$ cat config.mk
export PLATFORM = sky130hd
export DESIGN_NAME = acc_out_driver
export DESIGN_NICKNAME = d
export VERILOG_FILES = /design/src/rtl/acc_out_pkg.sv /design/src/rtl/acc_bus_decode.sv /design/src/rtl/acc_line_fsm.sv /design/src/rtl/acc_out_driver.sv
export SDC_FILE = /design/constraint.sdc
export NUM_CORES = 1
export LEC_CHECK = 0
export BUFFER_PORTS_ARGS = -buffer_cell sky130_fd_sc_hd__buf_2
export CAP_MARGIN = 20
export CORE_MARGIN = 4
export CORE_UTILIZATION = 59
export CTS_BUF_LIST = sky130_fd_sc_hd__clkbuf_4
export DETAILED_ROUTE_END_ITERATION = 8
export PLACE_DENSITY_LB_ADDON = 0.1
export SLEW_MARGIN = 30
export SYNTH_ARGS = -nofsm -noshare
export SYNTH_HDL_FRONTEND = slang
export SYNTH_SLANG_ARGS = --single-unit
$ cat constraint.sdc
create_clock -name clk -period 2.3 [get_ports clk]
set_input_delay 0 -clock clk [delete_from_list [all_inputs] [get_ports clk]]
set_output_delay 0 -clock clk [all_outputs]
set_load 0.005 [all_outputs]
$ cat src/rtl/acc_out_pkg.sv
package acc_out_pkg;
    localparam int unsigned LATCH_W   = 8;
    localparam int unsigned NUM_LATCH = 2;
    localparam int unsigned NUM_LINES = LATCH_W * NUM_LATCH;
    localparam int unsigned IDX_W     = $clog2(NUM_LINES);

    typedef enum logic [1:0] {
        LN_LOW   = 2'b00,
        LN_HELD  = 2'b01,
        LN_PULSE = 2'b10
    } line_state_t;

    typedef enum logic [1:0] {
        OP_SET       = 2'b00,
        OP_CLR       = 2'b01,
        OP_PULSE     = 2'b10,
        OP_RESET_ALL = 2'b11
    } cmd_op_t;
endpackage

$ cat src/rtl/acc_bus_decode.sv
module acc_bus_decode
    import acc_out_pkg::*;
#(
    parameter logic [7:0] BASE_ADDR = 8'h08
) (
    input  logic                 bus_wr,
    input  logic [7:0]           bus_addr,
    input  logic [7:0]           bus_wdata,
    output logic [NUM_LINES-1:0] set_req,
    output logic [NUM_LINES-1:0] clr_req,
    output logic [NUM_LINES-1:0] pls_req
);
    localparam logic [7:0] LATCH_B_ADDR = BASE_ADDR + 8'd1;
    localparam logic [7:0] CMD_ADDR     = BASE_ADDR + 8'd2;

    cmd_op_t          op;
    logic [IDX_W-1:0] idx;

    assign op  = cmd_op_t'(bus_wdata[7:6]);
    assign idx = bus_wdata[IDX_W-1:0];

    always_comb begin
        set_req = '0;
        clr_req = '0;
        pls_req = '0;
        if (bus_wr) begin
            if (bus_addr == BASE_ADDR) begin
                set_req[LATCH_W-1:0] = bus_wdata;
                clr_req[LATCH_W-1:0] = ~bus_wdata;
            end else if (bus_addr == LATCH_B_ADDR) begin
                set_req[NUM_LINES-1:LATCH_W] = bus_wdata;
                clr_req[NUM_LINES-1:LATCH_W] = ~bus_wdata;
            end else if (bus_addr == CMD_ADDR) begin
                unique case (op)
                    OP_SET:       set_req[idx] = 1'b1;
                    OP_CLR:       clr_req[idx] = 1'b1;
                    OP_PULSE:     pls_req[idx] = 1'b1;
                    OP_RESET_ALL: clr_req      = '1;
                endcase
            end
        end
    end
endmodule

$ cat src/rtl/acc_line_fsm.sv
module acc_line_fsm
    import acc_out_pkg::*;
#(
    parameter int unsigned PULSE_CYCLES = 1_000_000
) (
    input  logic clk,
    input  logic rst_n,
    input  logic set_req,
    input  logic clr_req,
    input  logic pls_req,
    output logic line_out
);
    localparam int unsigned CNT_W = (PULSE_CYCLES > 1) ? $clog2(PULSE_CYCLES) : 1;
    localparam logic [CNT_W-1:0] CNT_LAST = CNT_W'(PULSE_CYCLES - 1);

    line_state_t      state, state_n;
    logic [CNT_W-1:0] cnt, cnt_n;

    // State register
    always_ff @(posedge clk or negedge rst_n) begin
        if (!rst_n) begin
            state <= LN_LOW;
            cnt   <= '0;
        end else begin
            state <= state_n;
            cnt   <= cnt_n;
        end
    end

    // Next-state logic; clear outranks set outranks pulse
    always_comb begin
        state_n = state;
        cnt_n   = cnt;
        unique case (state)
            LN_LOW: begin
                if (set_req) begin
                    state_n = LN_HELD;
                end else if (pls_req) begin
                    state_n = LN_PULSE;
                    cnt_n   = '0;
                end
            end
            LN_HELD: begin
                if (clr_req) begin
                    state_n = LN_LOW;
                end else if (pls_req) begin
                    state_n = LN_PULSE;
                    cnt_n   = '0;
                end
            end
            LN_PULSE: begin
                if (clr_req) begin
                    state_n = LN_LOW;
                end else if (set_req) begin
                    state_n = LN_HELD;
                end else if (pls_req) begin
                    cnt_n = '0;
                end else if (cnt == CNT_LAST) begin
                    state_n = LN_LOW;
                end else begin
                    cnt_n = cnt + 1'b1;
                end
            end
            default: state_n = LN_LOW;
        endcase
    end

    // Output decode
    always_comb begin
        line_out = (state != LN_LOW);
    end
endmodule

$ cat src/rtl/acc_out_driver.sv
module acc_out_driver
    import acc_out_pkg::*;
#(
    parameter logic [7:0]  BASE_ADDR    = 8'h08,
    parameter int unsigned PULSE_CYCLES = 1_000_000
) (
    input  logic                 clk,
    input  logic                 rst_n,
    input  logic                 bus_wr,
    input  logic                 bus_rd,
    input  logic [7:0]           bus_addr,
    input  logic [7:0]           bus_wdata,
    output logic [7:0]           bus_rdata,
    output logic [NUM_LINES-1:0] out_lines
);
    localparam logic [7:0] LATCH_B_ADDR = BASE_ADDR + 8'd1;

    logic [NUM_LINES-1:0] set_req, clr_req, pls_req;

    acc_bus_decode #(.BASE_ADDR(BASE_ADDR)) u_dec (
        .bus_wr   (bus_wr),
        .bus_addr (bus_addr),
        .bus_wdata(bus_wdata),
        .set_req  (set_req),
        .clr_req  (clr_req),
        .pls_req  (pls_req)
    );

    for (genvar g = 0; g < NUM_LINES; g++) begin : g_line
        acc_line_fsm #(.PULSE_CYCLES(PULSE_CYCLES)) u_line (
            .clk     (clk),
            .rst_n   (rst_n),
            .set_req (set_req[g]),
            .clr_req (clr_req[g]),
            .pls_req (pls_req[g]),
            .line_out(out_lines[g])
        );
    end

    always_comb begin
        bus_rdata = '0;
        if (bus_rd) begin
            if (bus_addr == BASE_ADDR)         bus_rdata = out_lines[LATCH_W-1:0];
            else if (bus_addr == LATCH_B_ADDR) bus_rdata = out_lines[NUM_LINES-1:LATCH_W];
        end
    end
endmodule

# == Word-level counts from Yosys, hierarchy flattened ==
# Index checks and enable logic that the tools add are counted.
# W data, S select, Z words.
# totals
regBits,352
elab_cells,579
output_inout_bits,24
input_bits,20
# op_classes
n_lt_le_gt_ge,2
n_bitwise,1
n_reduce_logical,82
n_eq_ne,166
addsub,16
muxes,280
# ops
op,count
$mux W20,112
$pmux W20 S3,16
$add A20 B1 Y20 const B,16
$eq A20 B20 Y1 const B,16
$mux W2,112
$mux W16,10
$ne A2 B2 Y1 const B,64
$pmux W2 S3,16
$reduce_and A6 Y1,16
$mux W8,11
$ne A4 B3 Y1 const B,16
$ne A4 B4 Y1 const B,16
$ne A3 B3 Y1 const B,16
$reduce_bool A3 Y1,16
$eq A2 B2 Y1 const B,18
$eq A2 B1 Y1 const B,17
$logic_not A2 Y1,17
$pmux W16 S2,1
$reduce_and A2 Y1,16
$reduce_bool A2 Y1,16
$eq A8 B4 Y1 const B,3
$not A8 Y8,1
$lt A4 B5 Y1 const B,1
$demux W1 S4,1
3 further kinds,3

# == Logic depth before layout (Yosys ltp) ==
# Gate-level depths: netlist (run 1).
# logic_depth
ltp_word,13
ltp_mapped,11
depth_no_buf,8

# == By module ==
# A second synthesis (run 1) with hierarchy kept.
# unflattened
cells_unflattened,2445
hier_area_um2,21675.8
# by_module_without_submodules
mod,instances,seq_area_each_um2,cells_per_inst,area_per_inst_um2
acc_line_fsm at g_line[0].u_line ...,13,550.5,139,1262.5
acc_line_fsm at g_line[8].u_line ...,2,550.5,154,1380.1
acc_line_fsm at g_line[7].u_line,1,550.5,153,1361.3
acc_bus_decode,1,0.0,156,988.4
acc_out_driver,1,0.0,21,153.9

# == Least setup slack after synthesis (run 1) ==
# OpenSTA, ideal clock, no wires.
# synth_path
path_type,register to register
startpoint,register g_line[15].u_line.cnt[15]
endpoint,register g_line[15].u_line.cnt[6]
period_less_slack_ps,2317
stages_incl_launch_ff,8
required_time_ps,2223
setup_ps,77
path_slack_ps,-17
t_arrival_ps,2240
n_path_buf,1
cell_sequence,dfrtp_1 -> or4b_1 -> or4_1 -> o31a_1 -> o22ai_2 -> buf_6 -> a21oi_1 -> a21oi_1
# synth_between
elab_chain_cells,3
# synth_lines
item,line,source
from (decl),acc_line_fsm.sv:17,"logic [CNT_W-1:0] cnt, cnt_n;"
from (signal assigned),acc_line_fsm.sv:26,cnt <= cnt_n;
$eq A20 B20 Y1,acc_line_fsm.sv:58,end else if (cnt == CNT_LAST) begin
$ne A3 B3 Y1 (no line),n/a,
$reduce_and A6 Y1 (no line),n/a,
# No other way between the ends.
# A chain may end at the register's enable or synchronous reset.

# == Final worst setup path (run 1) ==
# layout_path
startpoint,input port bus_wr
endpoint,register g_line[4].u_line.cnt[5]
# layout_between
elab_chain_cells,5
word_cells_on_any_way,16
classes_between,eq/ne: 5; mux: 10; reduce/logical: 1
# layout_lines
item,line,source
from (decl),acc_out_driver.sv:9,"input logic bus_wr,"
$mux W16,acc_bus_decode.sv:26,if (bus_wr) begin
$mux W20,acc_line_fsm.sv:56,end else if (pls_req) begin
$mux W20,acc_line_fsm.sv:54,end else if (set_req) begin
$mux W20,acc_line_fsm.sv:52,if (clr_req) begin
$pmux W20 S3,acc_line_fsm.sv:34,unique case (state)
to (signal assigned),acc_line_fsm.sv:26,
to (decl),acc_line_fsm.sv:17,
# Several ways; a longest one is shown, not always the timed one. The select of a mux whose other input is x is not followed.

==> results of run 1 <==
[synth_stat cells (19+ instances only)]
cell type / instances
or3_1: 37
nor4_1: 32
and4_1: 23
and3_1: 82
buf_2: 51
nand4_1: 87
and2_1: 19
clkbuf_1: 55
or2_2: 24
nor2_1: 173
dfrtp_1: 352
a31oi_1: 106
nor3_1: 52
nand2b_1: 26
inv_1: 61
nand2_1: 225
a21oi_1: 121
o31ai_1: 102
nand3_1: 127
o21ai_0: 275
nor2b_1: 41
[repair_timing]
action | CTS | global route
pin swaps | 3 | 4
gates resized for setup | 11 | 35
endpoints found under the setup margin | 35 | 81
hold endpoints to repair | 389 | 0
buffers inserted | 0 | 4
hold buffers | 44 | 0
[worst max-delay path: stages]
cell and delay, ns:
dlygate4sd3_1 0.57, buf_2 0.18, nand3b_2 0.17, nor2_4 0.04
dlygate4sd3_1 0.59, buf_4 0.22, a21oi_2 0.27, nand3_2 0.25
buf_12 0.22, or3_1 0.34, a21oi_1 0.14
[flip-flops by register name, summed over array words and instances, names as in the netlist]
name                 flops
g_line.u_line.cnt      320
g_line.u_line.state     32
[through the flow]
step / setup TNS [ns] / std cells / setup WS, ns
floorplan: 0 / 2428 / 0.006865
detailed placement: -1.022 / 2960 / -0.08465
global route: -0.1101 / 3172 / -0.03269
finish: -0.0007256 / 3172 / -0.0007256
global placement: 0 / 2960 / 0.006063
CTS: 0 / 3167 / 0.009964
[power by group through the flow]
| stage | registers (uW) | clock network [uW] | logic [uW] |
|---|---|---|---|
| after floorplan | 7380 | 0 | 1740 |
| after global placement | 7510 | 0 | 2400 |
| after detailed placement | 7550 | 0 | 2500 |
| after CTS | 7450 | 5490 | 2580 |
| after global routing | 7570 | 5830 | 2960 |
| final | 7470 | 5300 | 2610 |
[final cells by class]
| cell class | instances | share of cell area [%] |
|---|---|---|
| timing repair buffer | 260 | 9.178 |
| tap | 455 | 2.339 |
| clock inverter | 29 | 0.4833 |
| multi-input combinational | 1878 | 46.67 |
| sequential | 352 | 36.20 |
| clock buffer | 134 | 4.134 |
| inverter | 63 | 0.9923 |
| antenna | 1 | 0.01028 |
[how the worst max path moves through the flow]
stage and end:
2_1_floorplan g_line[15].u_line.cnt[6], 3_3_place_gp g_line[15].u_line.cnt[10], 3_5_place_dp g_line[3].u_line.cnt[2], 4_1_cts g_line[3].u_line.cnt[2], 5_1_grt g_line[4].u_line.cnt[4], 6_report g_line[4].u_line.cnt[5]
[per-layer routing]
metal | share of wire, % | vias up
li1 | - | 9689
met4 | 3.0 | 4
met1 | 44 | 9750
met3 | 6.2 | 138
met5 | 0.025 | -
met2 | 47 | 662
[cell families (layout without fill, tap and decap cells)]
logic type | after synthesis | in the layout
simple gates | 1054 | 1054
mux | 9 | 9
xor+xnor | 26 | 26
flops | 352 | 352
fa+ha+maj | 16 | 16
other cells | 0 | 1
buf+inv | 198 | 486
compound gates | 773 | 773
==> results.sh, run 1 <==
export IMPL_dieWidth_um=196.3
export IMPL_grt_pass1_wl_um=92740
export IMPL_worst_r2r_endpoint="g_line[15].u_line.cnt[10]"
export IMPL_grt_util_met1_pct=39.33
export IMPL_power_uw=15380
export IMPL_multi_input_area_um2=11360
export IMPL_design_area_um2=24330
export IMPL_fin_worst_skew_ns=0.03555
export IMPL_rsz0062_at_grt="yes"
export IMPL_clk_latency_ns=0.80
export IMPL_seqCellArea_um2=8808
export IMPL_setup_viol=1
export IMPL_htreeDepth=3
export IMPL_synthCells=2428
export IMPL_place_port_buffers=43
export IMPL_ant_nets=0
export IMPL_synth_edf_count=0
export IMPL_use_met2_pct=44.42
export IMPL_async_reset_ff_share_pct=100.0
export IMPL_synth_area_per_cell_um2=8.614
export IMPL_p_switching_uw=4810
export IMPL_wl_per_cell_um=17.48
export IMPL_hold_viol_final=0
export IMPL_grt_use_total_pct=28.25
export IMPL_timing_rr_start="g_line[15].u_line.cnt[15]"
export IMPL_drive_above_1_share_pct=16.75
export IMPL_slew_violations=0
export IMPL_tightestPinTransition_ns=1.083
export IMPL_maxCapViolCount=0
export IMPL_synthXorXnorAreaFrac_pct=1.089
export IMPL_initial_core_util_pct=60.10
export IMPL_period_needed_ns=2.301
export IMPL_vias=20243
export IMPL_max_vdd_ir_drop_mv=0.5648
export IMPL_pwr_share_comb_pct=17.0
export IMPL_p_per_area_nw_per_um2=632.1
export IMPL_synth_area_leaders="dfrtp_1, o21ai_0, nand2_1"
export IMPL_critPathMaxFanout=11
export IMPL_synth_top_area_share_pct=42.12
export IMPL_antenna_found_initial=3
export IMPL_synth_seq_cells=352
export IMPL_final_common_cell="dfrtp_1"
export IMPL_crit_type="in2reg"
export IMPL_gp_congestion=0.9230
export IMPL_cts_root_buffer="clkbuf_4"
export IMPL_synth_compound_area_share_pct=23.18
export IMPL_overflow=0
export IMPL_dieArea_um2=38530
export IMPL_reg2reg_depth=7
export IMPL_numCtsBuffers=96
export IMPL_grt_busiest_layer="met2"
export IMPL_synthSimpleGateAreaFrac_pct=27.82
export IMPL_syn_nets=2464
export IMPL_fmax_mhz=434.6
export IMPL_critical_path_arrival_ns=3.00
export IMPL_synthMuxAreaShare_pct=0.4487
export IMPL_clkTransAtPathRegs_ns=0.06
export IMPL_nFillCells=2800
export IMPL_area_growth_pct=16.35
export IMPL_end_kind="flip-flop"
export IMPL_hold_class="in2reg"
export IMPL_fin_crit_sh_pct=100.0
export IMPL_clock_path_buffers=3
export IMPL_vias_per_cell=6.382
export IMPL_io_pins=44
export IMPL_synth_top_area_cell="dfrtp_1"
export IMPL_grtUsageMet3_pct=5.307
export IMPL_pwr_share_seq_pct=48.6
export IMPL_netlist_area_um2=20920
export IMPL_post_route_util_pct=69.93
export IMPL_hold_end="g_line[14].u_line.cnt[2]"
export IMPL_nets=2687
export IMPL_worstHoldPathCells=7
export IMPL_leakagePower_uw=0.01034
export IMPL_synthFlopType="dfrtp_1"
export IMPL_timing_hold_ws_ns=0.06234
export IMPL_cp_start_kind="input pin"
export IMPL_dpl_hpwl_um=37550
export IMPL_swShare_pct=31.27
export IMPL_dr_first_iter_drc_count=1733
export IMPL_drc=2
export IMPL_layout_common_cells="dfrtp_1, o21ai_0, nand2_1"
export IMPL_relSlewSlack_pct=27.21
export IMPL_yosysSeqAreaShare_pct=42.12
export IMPL_worstSetupStartpoint="bus_wr"
export IMPL_dieHeight_um=196.3
export IMPL_internal_power_uw=10570
export IMPL_cp_required_ns=3.00
export IMPL_firstDrtPassIters=8
export IMPL_violations="DRC, setup timing"
export IMPL_finalWorstSetupSlack_ns=-0.0007256
export IMPL_post_dp_cell_area_um2=22550
export IMPL_placementRows=68
export IMPL_rrSetupSlack_ns=0.05
export IMPL_synth_top_family_by_area="simple AND/OR/NAND/NOR gates"
export IMPL_worstHoldStart="bus_addr[4]"
export IMPL_yosysUniqueCellTypes=98
export IMPL_grt_max_degree=70
export IMPL_clkPwrFrac_pct=34.5
export IMPL_cts_tree="done"
export IMPL_status="finished, violations left"
export IMPL_clkSinkCount=352
export IMPL_ys_warn_count=0
export IMPL_synthAdderAreaFrac_pct=0.9572
export IMPL_core_area_um2=34800
export IMPL_first_global_vias=19114
export IMPL_routed_wl_um=55430
Note: power is estimated with default switching activity, not from simulation.
==> run 2: changes to the inputs <==
--- a/config.mk
+++ b/config.mk
@@ -10,9 +10,11 @@
 export CORE_MARGIN = 4
 export CORE_UTILIZATION = 59
 export CTS_BUF_LIST = sky130_fd_sc_hd__clkbuf_4
+export CTS_CLUSTER_SIZE = 14
 export DETAILED_ROUTE_END_ITERATION = 8
 export PLACE_DENSITY_LB_ADDON = 0.1
 export SLEW_MARGIN = 30
 export SYNTH_ARGS = -nofsm -noshare
 export SYNTH_HDL_FRONTEND = slang
 export SYNTH_SLANG_ARGS = --single-unit
+export TNS_END_PERCENT = 1
==> run 2 against run 1 <==
Net effect:
- highest routed layer unchanged
- setup slack better by 0.018 ns
- largest cell class unchanged
- sequential power about the same
- utilization shrank 0.18 points
- the flow finishes with violations (DRC)
- sequential cell count stayed put
- register-to-register slack got worse by 0.02 ns
- critical path depth did not move
- cell area decreased by 0.26%
==> results.sh, run 2 (same netlist as run 1, synthesis figures left out) <==
export IMPL_drc=4
export IMPL_first_global_vias=19132
export IMPL_ant_nets=0
export IMPL_status="finished, violations left"
export IMPL_end_kind="flip-flop"
export IMPL_wl_per_cell_um=17.46
export IMPL_clkSinkCount=352
export IMPL_relSlewSlack_pct=32.92
export IMPL_worstHoldPathCells=7
export IMPL_nFillCells=2809
export IMPL_finalWorstSetupSlack_ns=0.01681
export IMPL_critical_path_arrival_ns=2.98
export IMPL_placementRows=68
export IMPL_dieHeight_um=196.3
export IMPL_clock_path_buffers=3
export IMPL_largest_reg_flops=320
export IMPL_rsz0062_at_grt="yes"
export IMPL_top_register="g_line.u_line.cnt"
export IMPL_dpl_hpwl_um=37550
export IMPL_io_pins=44
export IMPL_hold_class="in2reg"
export IMPL_vias_per_cell=6.378
export IMPL_area_growth_pct=16.05
export IMPL_clk_latency_ns=0.80
export IMPL_core_area_um2=34800
export IMPL_cp_start_kind="input pin"
export IMPL_fin_crit_sh_pct=99.27
export IMPL_timing_hold_ws_ns=0.05904
export IMPL_cp_required_ns=3.00
export IMPL_crit_type="in2reg"
export IMPL_grt_pass1_wl_um=92810
export IMPL_fin_worst_skew_ns=0.03569
export IMPL_leakagePower_uw=0.01032
export IMPL_initial_core_util_pct=60.10
export IMPL_setup_viol=0
export IMPL_period_needed_ns=2.283
export IMPL_drive_above_1_share_pct=16.37
export IMPL_place_port_buffers=43
export IMPL_htreeDepth=3
export IMPL_overflow=0
export IMPL_tightestPinTransition_ns=0.9985
export IMPL_clkTransAtPathRegs_ns=0.06
export IMPL_maxCapViolCount=0
export IMPL_cts_tree="done"
export IMPL_grt_use_total_pct=28.28
export IMPL_slew_violations=0
export IMPL_place_ws_ns=-0.08465
export IMPL_p_per_area_nw_per_um2=634.3
export IMPL_routed_wl_um=55340
export IMPL_antenna_found_initial=3
export IMPL_top_regs="g_line.u_line.cnt: 320 flops, g_line.u_line.state: 32 flops"
export IMPL_worst_r2r_endpoint="g_line[15].u_line.cnt[10]"
export IMPL_hold_viol_final=0
export IMPL_numCtsBuffers=96
export IMPL_firstDrtPassIters=9
export IMPL_timing_rr_start="g_line[15].u_line.cnt[15]"
export IMPL_gp_congestion=0.9230
export IMPL_final_common_cell="dfrtp_1"
export IMPL_hold_end="g_line[12].u_line.cnt[19]"
export IMPL_dr_first_iter_drc_count=1723
export IMPL_worstHoldStart="bus_addr[4]"
export IMPL_dieWidth_um=196.3
export IMPL_reg2reg_depth=7
export IMPL_violations="DRC"
export IMPL_cts_root_buffer="clkbuf_4"
export IMPL_post_route_util_pct=69.75
export IMPL_dieArea_um2=38530
export IMPL_cts_setup_buffers=0
export IMPL_grt_max_degree=70
export IMPL_critPathMaxFanout=11
export IMPL_rrSetupSlack_ns=0.03
export IMPL_fmax_mhz=438.0
export IMPL_max_vdd_ir_drop_mv=0.5621
export IMPL_vias=20212
export IMPL_nets=2682
export IMPL_layout_common_cells="dfrtp_1, o21ai_0, nand2_1"
-- run 2: how the worst max path moves through the flow --
| stage | start | to | slack, ns |
|---|---|---|---|
| 2_1_floorplan | g_line[15].u_line.cnt[15] | g_line[15].u_line.cnt[6] | 0.007 |
| 3_3_place_gp | g_line[15].u_line.cnt[15] | g_line[15].u_line.cnt[10] | 0.006 |
| 5_1_grt | g_line[11].u_line.cnt[1] | g_line[11].u_line.cnt[1] | -0.07 |
| 6_report | bus_wr | g_line[4].u_line.cnt[3] | 0.02 |
| 4_1_cts | g_line[12].u_line.cnt[1] | g_line[12].u_line.cnt[16] | 0.007 |
| 3_5_place_dp | g_line[3].u_line.cnt[12] | g_line[3].u_line.cnt[2] | -0.08 |
-- run 2: worst max-delay path: stages --
cell and delay [ns]:
dlygate4sd3_1 0.57, buf_2 0.17, nand3b_2 0.17, nor2_4 0.04, dlygate4sd3_1 0.59, buf_4 0.22
a21oi_2 0.26, nand3_2 0.25, buf_12 0.22, or3_1 0.33, a21oi_1 0.15
-- run 2: layout make-up --
class / instances / area, um2 / share of cell area (%)
Multi-Input combinational cell: 1878 / 11330 / 46.67
Clock buffer: 135 / 1013 / 4.175
Inverter: 63 / 239.0 / 0.9846
Sequential cell: 352 / 8808 / 36.29
Timing Repair Buffer: 255 / 2193 / 9.037
Clock inverter: 29 / 116.4 / 0.4794
Antenna cell: 2 / 5.005 / 0.02062
Tap cell: 455 / 569.3 / 2.345
-- run 2: power breakdown --
part / switching (uW) / internal, uW
combinational: 1480 / 1120
sequential: 688 / 6780
clock: 2640 / 2690
total: 4810 / 10600
-- run 2: through the flow --
stage / TNS [ns] / instances / area [um2] / total power [uW]
2_1_floorplan: 0 / 2428 / 20920 / 9113
5_1_grt: -0.7675 / 3168 / 24270 / 16370
4_1_cts: 0 / 3167 / 24170 / 15530
6_report: 0 / 3169 / 24270 / 15400
3_5_place_dp: -1.022 / 2960 / 22550 / 10040
3_3_place_gp: 0 / 2960 / 22540 / 9916
-- run 2: routing by layer --
| metal | share of wire, % | GRT usage, % | vias up |
|---|---|---|---|
| met5 | 0.025 | 0 | - |
| met3 | 6.4 | 5.204 | 140 |
| met1 | 44 | 39.39 | 9719 |
| met2 | 47 | 44.50 | 681 |
| met4 | 3.1 | 10.37 | 4 |
| li1 | - | - | 9668 |
-- run 2: what timing repair did --
action / 4_1_cts / 5_1_grt
endpoints found under the hold margin: 389 / 0
hold buffers: 43 / 0
resized for setup: 11 / 23
pin swaps: 3 / 3
cloned: 0 / 0
setup endpoints to repair: 36 / 76
